## src/rtl/dma_irq_pkg.sv

```systemverilog
package dma_irq_pkg;

    localparam int ADDR_W = 2;

    typedef enum logic [ADDR_W-1:0] {
        REG_CTRL  = 2'd0,
        REG_ROUTE = 2'd1,
        REG_STAT  = 2'd2,
        REG_ERR   = 2'd3
    } reg_addr_e;

    // Write strobe qualified by target register.
    function automatic logic hit(input logic wr_en, input logic [ADDR_W-1:0] addr,
                                 input reg_addr_e target);
        return wr_en && (reg_addr_e'(addr) == target);
    endfunction

endpackage

```

## src/rtl/dma_irq_cfg.sv

```systemverilog
module dma_irq_cfg
    import dma_irq_pkg::*;
#(
    parameter int NUM_CH  = 8,
    parameter int NUM_DED = 3,
    parameter int DATA_W  = 16
) (
    input  logic                           clk_i,
    input  logic                           rst_i,
    input  logic                           wr_en_i,
    input  logic [ADDR_W-1:0]              addr_i,
    input  logic [DATA_W-1:0]              wr_data_i,
    output logic                           master_en_o,
    output logic [NUM_DED-1:0]             ded_en_o,
    output logic [NUM_DED*$clog2(NUM_CH)-1:0] route_o,
    output logic [NUM_CH-1:0]              steer_o,
    output logic [DATA_W-1:0]              ctrl_rd_o,
    output logic [DATA_W-1:0]              route_rd_o
);
    localparam int CH_W    = $clog2(NUM_CH);
    localparam int ROUTE_W = NUM_DED * CH_W;
    localparam int CTRL_W  = NUM_DED + 1;

    logic [CTRL_W-1:0]  ctrl_q;
    logic [ROUTE_W-1:0] route_q;

    always_ff @(posedge clk_i) begin
        if (rst_i) begin
            ctrl_q  <= '0;
            route_q <= '0;
        end else begin
            if (hit(wr_en_i, addr_i, REG_CTRL))
                ctrl_q <= wr_data_i[CTRL_W-1:0];
            if (hit(wr_en_i, addr_i, REG_ROUTE))
                route_q <= wr_data_i[ROUTE_W-1:0];
        end
    end

    assign master_en_o = ctrl_q[0];
    assign ded_en_o    = ctrl_q[CTRL_W-1:1];
    assign route_o     = route_q;
    assign ctrl_rd_o   = DATA_W'(ctrl_q);
    assign route_rd_o  = DATA_W'(route_q);

    // A channel is steered when any enabled dedicated line selects it.
    always_comb begin
        steer_o = '0;
        for (int k = 0; k < NUM_DED; k++) begin
            for (int c = 0; c < NUM_CH; c++) begin
                if (ctrl_q[k+1] && (route_q[k*CH_W +: CH_W] == CH_W'(c)))
                    steer_o[c] = 1'b1;
            end
        end
    end

    logic wr_data_unused;
    assign wr_data_unused = ^wr_data_i;

endmodule

```

## src/rtl/dma_irq_status.sv

```systemverilog
module dma_irq_status #(
    parameter int NUM_CH = 8
) (
    input  logic              clk_i,
    input  logic              rst_i,
    input  logic [NUM_CH-1:0] done_i,
    input  logic [NUM_CH-1:0] steer_i,
    input  logic              clr_we_i,
    input  logic [NUM_CH-1:0] clr_mask_i,
    output logic [NUM_CH-1:0] status_vis_o
);
    logic [NUM_CH-1:0] status_q;

    for (genvar c = 0; c < NUM_CH; c++) begin : g_chan
        always_ff @(posedge clk_i) begin
            if (rst_i)
                status_q[c] <= 1'b0;
            else if (done_i[c] && !steer_i[c])
                status_q[c] <= 1'b1;
            else if (clr_we_i && clr_mask_i[c] && !steer_i[c])
                status_q[c] <= 1'b0;
        end
    end

    assign status_vis_o = status_q & ~steer_i;

endmodule

```

## src/rtl/dma_irq_ded.sv

```systemverilog
module dma_irq_ded #(
    parameter int NUM_CH  = 8,
    parameter int NUM_DED = 3
) (
    input  logic                              clk_i,
    input  logic                              rst_i,
    input  logic [NUM_CH-1:0]                 done_i,
    input  logic [NUM_DED-1:0]                ded_en_i,
    input  logic [NUM_DED*$clog2(NUM_CH)-1:0] route_i,
    output logic [NUM_DED-1:0]                irq_ded_o
);
    localparam int CH_W = $clog2(NUM_CH);

    for (genvar k = 0; k < NUM_DED; k++) begin : g_line
        logic [CH_W-1:0] sel;
        assign sel = route_i[k*CH_W +: CH_W];
        always_ff @(posedge clk_i) begin
            if (rst_i)
                irq_ded_o[k] <= 1'b0;
            else
                irq_ded_o[k] <= ded_en_i[k] && done_i[sel];
        end
    end

endmodule

```

## src/rtl/dma_irq_err.sv

```systemverilog
module dma_irq_err
    import dma_irq_pkg::*;
(
    input  logic              clk_i,
    input  logic              rst_i,
    input  logic              err_i,
    input  logic              wr_en_i,
    input  logic [ADDR_W-1:0] addr_i,
    input  logic              clr_bit_i,
    output logic              err_pend_o
);
    always_ff @(posedge clk_i) begin
        if (rst_i)
            err_pend_o <= 1'b0;
        else if (err_i)
            err_pend_o <= 1'b1;
        else if (hit(wr_en_i, addr_i, REG_ERR) && clr_bit_i)
            err_pend_o <= 1'b0;
    end

endmodule

```

## src/rtl/dma_irq_router.sv

```systemverilog
module dma_irq_router
    import dma_irq_pkg::*;
#(
    parameter int NUM_CH  = 8,
    parameter int NUM_DED = 3,
    parameter int DATA_W  = 16
) (
    input  logic               clk_i,
    input  logic               rst_i,
    input  logic [NUM_CH-1:0]  done_i,
    input  logic               err_i,
    input  logic               wr_en_i,
    input  logic [ADDR_W-1:0]  addr_i,
    input  logic [DATA_W-1:0]  wr_data_i,
    output logic [DATA_W-1:0]  rd_data_o,
    output logic               irq_master_o,
    output logic [NUM_DED-1:0] irq_ded_o,
    output logic               irq_err_o
);
    localparam int CH_W    = $clog2(NUM_CH);
    localparam int ROUTE_W = NUM_DED * CH_W;

    logic                master_en;
    logic [NUM_DED-1:0]  ded_en;
    logic [ROUTE_W-1:0]  route;
    logic [NUM_CH-1:0]   steer;
    logic [NUM_CH-1:0]   status_vis;
    logic [DATA_W-1:0]   ctrl_rd;
    logic [DATA_W-1:0]   route_rd;
    logic                err_pend;

    dma_irq_cfg #(.NUM_CH(NUM_CH), .NUM_DED(NUM_DED), .DATA_W(DATA_W)) u_cfg (
        .clk_i       (clk_i),
        .rst_i       (rst_i),
        .wr_en_i     (wr_en_i),
        .addr_i      (addr_i),
        .wr_data_i   (wr_data_i),
        .master_en_o (master_en),
        .ded_en_o    (ded_en),
        .route_o     (route),
        .steer_o     (steer),
        .ctrl_rd_o   (ctrl_rd),
        .route_rd_o  (route_rd)
    );

    dma_irq_status #(.NUM_CH(NUM_CH)) u_status (
        .clk_i        (clk_i),
        .rst_i        (rst_i),
        .done_i       (done_i),
        .steer_i      (steer),
        .clr_we_i     (hit(wr_en_i, addr_i, REG_STAT)),
        .clr_mask_i   (wr_data_i[NUM_CH-1:0]),
        .status_vis_o (status_vis)
    );

    dma_irq_ded #(.NUM_CH(NUM_CH), .NUM_DED(NUM_DED)) u_ded (
        .clk_i     (clk_i),
        .rst_i     (rst_i),
        .done_i    (done_i),
        .ded_en_i  (ded_en),
        .route_i   (route),
        .irq_ded_o (irq_ded_o)
    );

    dma_irq_err u_err (
        .clk_i      (clk_i),
        .rst_i      (rst_i),
        .err_i      (err_i),
        .wr_en_i    (wr_en_i),
        .addr_i     (addr_i),
        .clr_bit_i  (wr_data_i[0]),
        .err_pend_o (err_pend)
    );

    always_comb begin
        unique case (reg_addr_e'(addr_i))
            REG_CTRL:  rd_data_o = ctrl_rd;
            REG_ROUTE: rd_data_o = route_rd;
            REG_STAT:  rd_data_o = DATA_W'(status_vis);
            REG_ERR:   rd_data_o = DATA_W'(err_pend);
            default:   rd_data_o = '0;
        endcase
    end

    assign irq_master_o = master_en && (|status_vis);
    assign irq_err_o    = err_pend;

endmodule

```

## config.mk

```make
export PLATFORM = sky130hd
export DESIGN_NAME = dma_irq_router
export DESIGN_NICKNAME = d
export VERILOG_FILES = /design/src/rtl/dma_irq_pkg.sv /design/src/rtl/dma_irq_cfg.sv /design/src/rtl/dma_irq_status.sv /design/src/rtl/dma_irq_ded.sv /design/src/rtl/dma_irq_err.sv /design/src/rtl/dma_irq_router.sv
export SDC_FILE = /design/constraint.sdc
export NUM_CORES = 1
export LEC_CHECK = 0
export BUFFER_PORTS_ARGS = -buffer_cell sky130_fd_sc_hd__clkbuf_2
export CAP_MARGIN = 20
export CORE_MARGIN = 2
export CORE_UTILIZATION = 45
export DETAILED_ROUTE_END_ITERATION = 12
export GPL_TIMING_DRIVEN = 0
export PLACE_DENSITY = 0.8
export SLEW_MARGIN = 20
export SYNTH_ARGS = -nofsm -noshare
export SYNTH_HDL_FRONTEND = slang
export SYNTH_SLANG_ARGS = --single-unit
export TNS_END_PERCENT = 100
```

## constraint.sdc

```tcl
create_clock -name clk_i -period 2.3 [get_ports clk_i]
set_clock_uncertainty 0.1 [all_clocks]
set_input_delay 0 -clock clk_i [delete_from_list [all_inputs] [get_ports clk_i]]
set_output_delay 0 -clock clk_i [all_outputs]
set_load 0.01 [all_outputs]
```

==> flow_summary.yaml, run 1 <==
flow_run:
  maxCapViolCount: 0
placement:
  placed_area_sq_um: 1938
  dp_hpwl_mm: 3.386
  post-place-ws_ns: 0.2750
  placed_cells: 289
  io_buffers: 33
  gp_congestion: 0.8878
critical_path:
  critPathBufInv: 2
  path_cells: "clkbuf_2 -> nor4bb_1 -> nor3_2 -> a22o_1 -> o31a_1 -> clkbuf_2"
  crit_top_cell: "clkbuf_2"
  worst_r2r_startpoint: "u_cfg.ctrl_q[2]"
  crit_slowest_cell: "nor4bb_1"
  crit_end: "irq_master_o"
  cp_slowest_stage_delay_ns: 0.46
  endpoint_kind: "output port"
  crit_start: "u_cfg.route_o[2]"
  rrSetupSlack_ns: 0.13
  crit_family: "simple AND/OR/NAND/NOR gates"
  crit_required_ns: 2.20
  worst_setup_path_start_kind: "flop"
  critical_path_class: "flop to output port"
  cp.depth: 6
  r2r_end: "u_status.status_q[6]"
  crit_fanout: 10
  r2r.worst_path.cells: 6
  cp.arrival_ns: 2.16
sta:
  max_slew_margin: 0.6243
  setup_slack_ns: 0.04321
  finalCritPeriodShare: 0.9812
  drv_slew: 0
  hold_viol_final: 0
  setup-tns-final_ns: 0
  final.min_clock_period_ns: 2.257
  fmax_mhz: 443.1
  worst_pin_slew_ns: 0.5635
  setup_viol_count_final: 0
global_routing:
  grt_usage: 0.2497
  antenna_found_initial: 0
  gr-total-overflow: 0
  grt_max_degree: 14
  grt_pass1_wl_mm: 8.100
  grt_pass1_vias: 1706
synthesis:
  syn_inst: 202
  yosysWarnings: 0
  synth_enable_flop_cells: 0
  ys_async_sr_fraction: 0
  syn-cell-area_sq_um: 1690
  netlist_top_cells_count: "25 x dfxtp_1, 25 x nand2_1, 20 x clkbuf_1"
  synthFlopType: "dfxtp_1"
  yosys_register_bits: 25
  synth_area_per_cell_sq_um: 8.368
  yosysTopAreaCellShare: 0.2961
  synthTopCellsByArea: "dfxtp_1 30%, mux4_2 9.3%, mux2i_1 5.9%, nand4_1 5.9%, nand2_1 5.6%"
  synth_cell_types: 35
  yosysTopAreaCell: "dfxtp_1"
  seq_area_frac_synth: 0.2961
worst_hold_path:
  hp-class: "primary input to flop"
die:
  coreArea_sq_um: 3633
  initial_core_util: 0.4652
  pin_count: 51
  fp-row-count: 22
  fp.dieH_um: 65.29
  die_area_sq_um: 4263
  die_x_um: 65.29
detailed_routing:
  wl_mm: 5.206
  via_count: 1897
  drc: 0
  drt-pass1-iter-count: 6
  viasPerCell: 5.984
  ant_nets: 0
  wl_per_cell_um: 16.42
  drt_iter0_markers: 285
clock_tree:
  cts_setup_buffers: 0
  cts_tree: "built"
  insertion_delay_ns: 0.27
  clkTransAtPathRegs_ns: 0.09
  clockBufferDepth: 2
  numClockSinks: 25
  cts_root_buffer: "clkbuf_8"
  numCtsBuffers: 3
  htree_levels: 1
cells_and_area:
  final_area_sq_um: 2251
  final.fill_count: 315
  final_cells: 317
  drive_above_1_share: 0.2491
  insertedDiodeCount: 0
  area_delta_synth_final_pct: 33.16
  final_nets: 300
run_status:
  status: "complete, no violations"
pwr:
  p_leak_nw: 0.9132
  ir_drop_mv: 0.2276
  totalPowerFinal_mw: 0.9751
  p_per_area_nw_per_um2: 433.2
## power breakdown
part	internal [mW]	switching (mW)
Clock	0.124	0.145
Sequential	0.453	0.0130
Combinational	0.117	0.123
## layer usage
metal  track usage  vias to the layer above  wire (um)
met5             0                        -          0
met4        0.1563                        0        237
met3       0.02911                       29        621
met2        0.4069                      145       2416
met1        0.3142                      844       1932
li1              -                      879          -
## timing repair
item | CTS | global route
gates cloned | 0 | 0
setup endpoints to repair | 1 | 4
gates resized for setup | 2 | 20
endpoints found under the hold margin | 25 | 0
hold buffers | 24 | 0
## layout by cell type (no fill, tap or decap), types with 8 or more instances in the layout
master | netlist | final
nand2_1 | 25 | 25
clkbuf_1 | 20 | 10
nand4_1 | 16 | 16
mux2i_1 | 10 | 10
clkbuf_2 | 0 | 43
dfxtp_1 | 25 | 25
nand4b_1 | 9 | 9
nand3_1 | 14 | 14
dlygate4sd3_1 | 0 | 24
o21ai_1 | 8 | 8
a21oi_1 | 18 | 18
## per-stage QoR
stage	util	hold slack (ns)
detailed placement	0.5334	0.1187
CTS	0.6126	0.1798
global route	0.6195	0.2182
finish	0.6195	0.1743
global placement	0.5334	0.1065
floorplan	-	0.01743
## final cells by class
type                            instances  area [sq um]  share of cell area
Multi-Input combinational cell        152          1084              0.4814
Tap cell                               48         60.06             0.02668
Buffer                                 28         145.1             0.06448
Timing Repair Buffer                   57         405.4              0.1801
Clock buffer                            4         45.04             0.02001
Inverter                                3         11.26            0.005003
Sequential cell                        25         500.5              0.2223
## worst min-delay path, stage by stage
cell      delay (ns)
clkbuf_2        0.10
nor3b_2         0.21
mux2i_1         0.13
nor2_1          0.07
## cells by family (layout without fill, tap and decap cells)
logic type	Yosys count	after routing	synth area share
muxes	17	17	0.1525
AOI/OAI and AO/OA	35	35	0.1170
buffers and inverters	31	92	0.08512
DFF	25	25	0.2961
and+or+nand+nor	93	93	0.3472
other	1	7	0.002218
## worst min-delay path by stage
stage | startpoint | end | cells past startpoint
2_1_floorplan | err_i | u_err.err_pend_o | 2
3_3_place_gp | err_i | u_err.err_pend_o | 3
3_5_place_dp | err_i | u_err.err_pend_o | 3
4_1_cts | wr_en_i | u_cfg.ctrl_q[0] | 4
5_1_grt | wr_en_i | u_cfg.ctrl_q[3] | 4
6_report | wr_en_i | u_cfg.ctrl_q[1] | 4
## sequential cells by signal (all words and copies together) (netlist names)
signal and count:
u_cfg.route_o 9, u_status.status_q 8, u_cfg.ctrl_q 4, u_err.err_pend_o 1
u_ded.irq_ded_o 3
No activity file was read; power rests on OpenSTA's default activity.
==> inputs of run 2 (changes only) <==
--- a/config.mk
+++ b/config.mk
@@ -7,7 +7,7 @@
 export LEC_CHECK = 0
 export BUFFER_PORTS_ARGS = -buffer_cell sky130_fd_sc_hd__clkbuf_2
 export CAP_MARGIN = 20
-export CORE_MARGIN = 2
+export CORE_MARGIN = 1.5
 export CORE_UTILIZATION = 45
 export DETAILED_ROUTE_END_ITERATION = 12
 export GPL_TIMING_DRIVEN = 0
==> run 2 against run 1 <==
Against the previous run: sequential power is essentially flat; total power grew 0.37%; combinational power is essentially flat; global-route usage grew 1.5 points; first-iteration DRC count shrank 24%; utilization grew 0.24 points; count of clock-buffer cells in the layout is the same; critical path depth is the same; fmax shrank 0.50%; clock power grew 1%; critical path type unchanged.
==> flow_summary.yaml, run 2 (synthesis results as in run 1) <==
run_status:
  status: "complete, no violations"
detailed_routing:
  wl_mm: 5.268
  ant_nets: 0
  wl_per_cell_um: 16.62
  drt-pass1-iter-count: 5
  viasPerCell: 5.909
  drc: 0
  via_count: 1873
  drt_iter0_markers: 217
cells_and_area:
  final.fill_count: 321
  layout_commonest_cell: "clkbuf_2"
  area_delta_synth_final_pct: 33.68
  final_cell_mix: "45 x clkbuf_2, 25 x nand2_1, 25 x dfxtp_1"
  final_area_sq_um: 2260
  largest_reg_flops: 9
  drive_above_1_share: 0.2602
  insertedDiodeCount: 0
  final_nets: 300
clock_tree:
  cts_root_buffer: "clkbuf_8"
  clockBufferDepth: 2
  clkTransAtPathRegs_ns: 0.09
  insertion_delay_ns: 0.28
  htree_levels: 1
  numClockSinks: 25
  cts_tree: "built"
  numCtsBuffers: 3
critical_path:
  cp_slowest_stage_delay_ns: 0.44
  worst_setup_path_start_kind: "flop"
  endpoint_kind: "output port"
  crit_slowest_cell: "nor4bb_2"
  crit_required_ns: 2.20
  cp.arrival_ns: 2.17
  r2r.worst_path.cells: 6
  path_cells: "clkbuf_2 -> nor4bb_2 -> nor3_2 -> a22o_1 -> o31a_1 -> clkbuf_2"
  crit_fanout: 10
  crit_top_cell: "clkbuf_2"
  rrSetupSlack_ns: 0.16
  critical_path_class: "flop to output port"
pwr:
  p_per_area_nw_per_um2: 433.1
  totalPowerFinal_mw: 0.9787
  ir_drop_mv: 0.1908
  p_leak_nw: 0.9203
sta:
  worst_pin_slew_ns: 0.5655
  setup-tns-final_ns: 0
  final.min_clock_period_ns: 2.268
  max_slew_margin: 0.6230
  fmax_mhz: 440.9
  hold_viol_final: 0
  drv_slew: 0
  finalCritPeriodShare: 0.9862
  setup_viol_count_final: 0
  setup_slack_ns: 0.03185
die:
  die_x_um: 64.29
  pin_count: 51
  die_area_sq_um: 4133
  initial_core_util: 0.4652
  coreArea_sq_um: 3633
  fp-row-count: 22
  fp.dieH_um: 64.29
worst_hold_path:
  hp-class: "primary input to flop"
  hold_path_depth: 4
placement:
  post-place-ws_ns: 0.2047
  gp_congestion: 0.8761
  dp_hpwl_mm: 3.402
  io_buffers: 33
  placed_area_sq_um: 1938
global_routing:
  grt_max_degree: 14
  grt_usage: 0.2652
  grt_pass1_vias: 1741
  grt_pass1_wl_mm: 8.362
  antenna_found_initial: 0
  gr-total-overflow: 0
flow_run:
  maxCapViolCount: 0
## run 2: cell types whose count changed in the layout (fill, tap and decap cells not counted), sizes merged
cell	before	now
buf	9	8
clkbuf	56	57
## run 2: path summary, 6_finish.rpt
path                                           start              endpoint
worst max-delay path                u_cfg.route_o[8]          irq_master_o
worst min-delay path                         wr_en_i       u_cfg.ctrl_q[1]
worst max register to register      u_cfg.route_o[7]  u_status.status_q[6]
worst min register to register  u_status.status_q[2]  u_status.status_q[2]
## run 2: critical path: cells and delay by family, from the launching register on
kind                   cells  cell delay, ns
and+or+nand+nor            2            0.59
buffers and inverters      2            0.36
AOI/OAI and AO/OA          2            0.58
DFF                        1            0.35
## run 2: area by class of cell
type                    count  area (sq um)  share of cell area
multi-input cells         152          1090              0.4823
flip-flops and latches     25         500.5              0.2215
repair buffers             57         405.4              0.1794
plain buffers              28         147.6             0.06534
well taps                  48         60.06             0.02658
clock buffers               4         45.04             0.01993
inverters                   3         11.26            0.004983
## run 2: routing by layer
metal	wire length, um	global-route usage
met5	0	0
met3	453	0.03345
met4	77	0.1170
met1	2093	0.3315
met2	2644	0.4557
## run 2: power by group
part | total (mW) | internal, mW | switching (mW) | leakage (nW)
clock | 0.273 | 0.124 | 0.148 | 0.0228
combinational | 0.240 | 0.117 | 0.123 | 0.692
sequential | 0.466 | 0.453 | 0.0133 | 0.205
total | 0.979 | 0.694 | 0.284 | 0.920
## run 2: per-stage QoR
stage | std cells | utilization | hold WS (ns)
final | 317 | 0.6219 | 0.1673
after CTS | 317 | 0.6126 | 0.1663
after floorplan | 208 | - | 0.01743
after detailed placement | 289 | 0.5334 | 0.1169
after global placement | 289 | 0.5334 | 0.1072
after global routing | 317 | 0.6219 | 0.2033
## run 2: timing repair
action | in CTS | in global routing
setup endpoints to repair | 1 | 4
setup buffers | 0 | 0
cloned | 0 | 0
hold endpoints to repair | 25 | 0
gates resized for setup | 2 | 24
hold buffers | 24 | 0
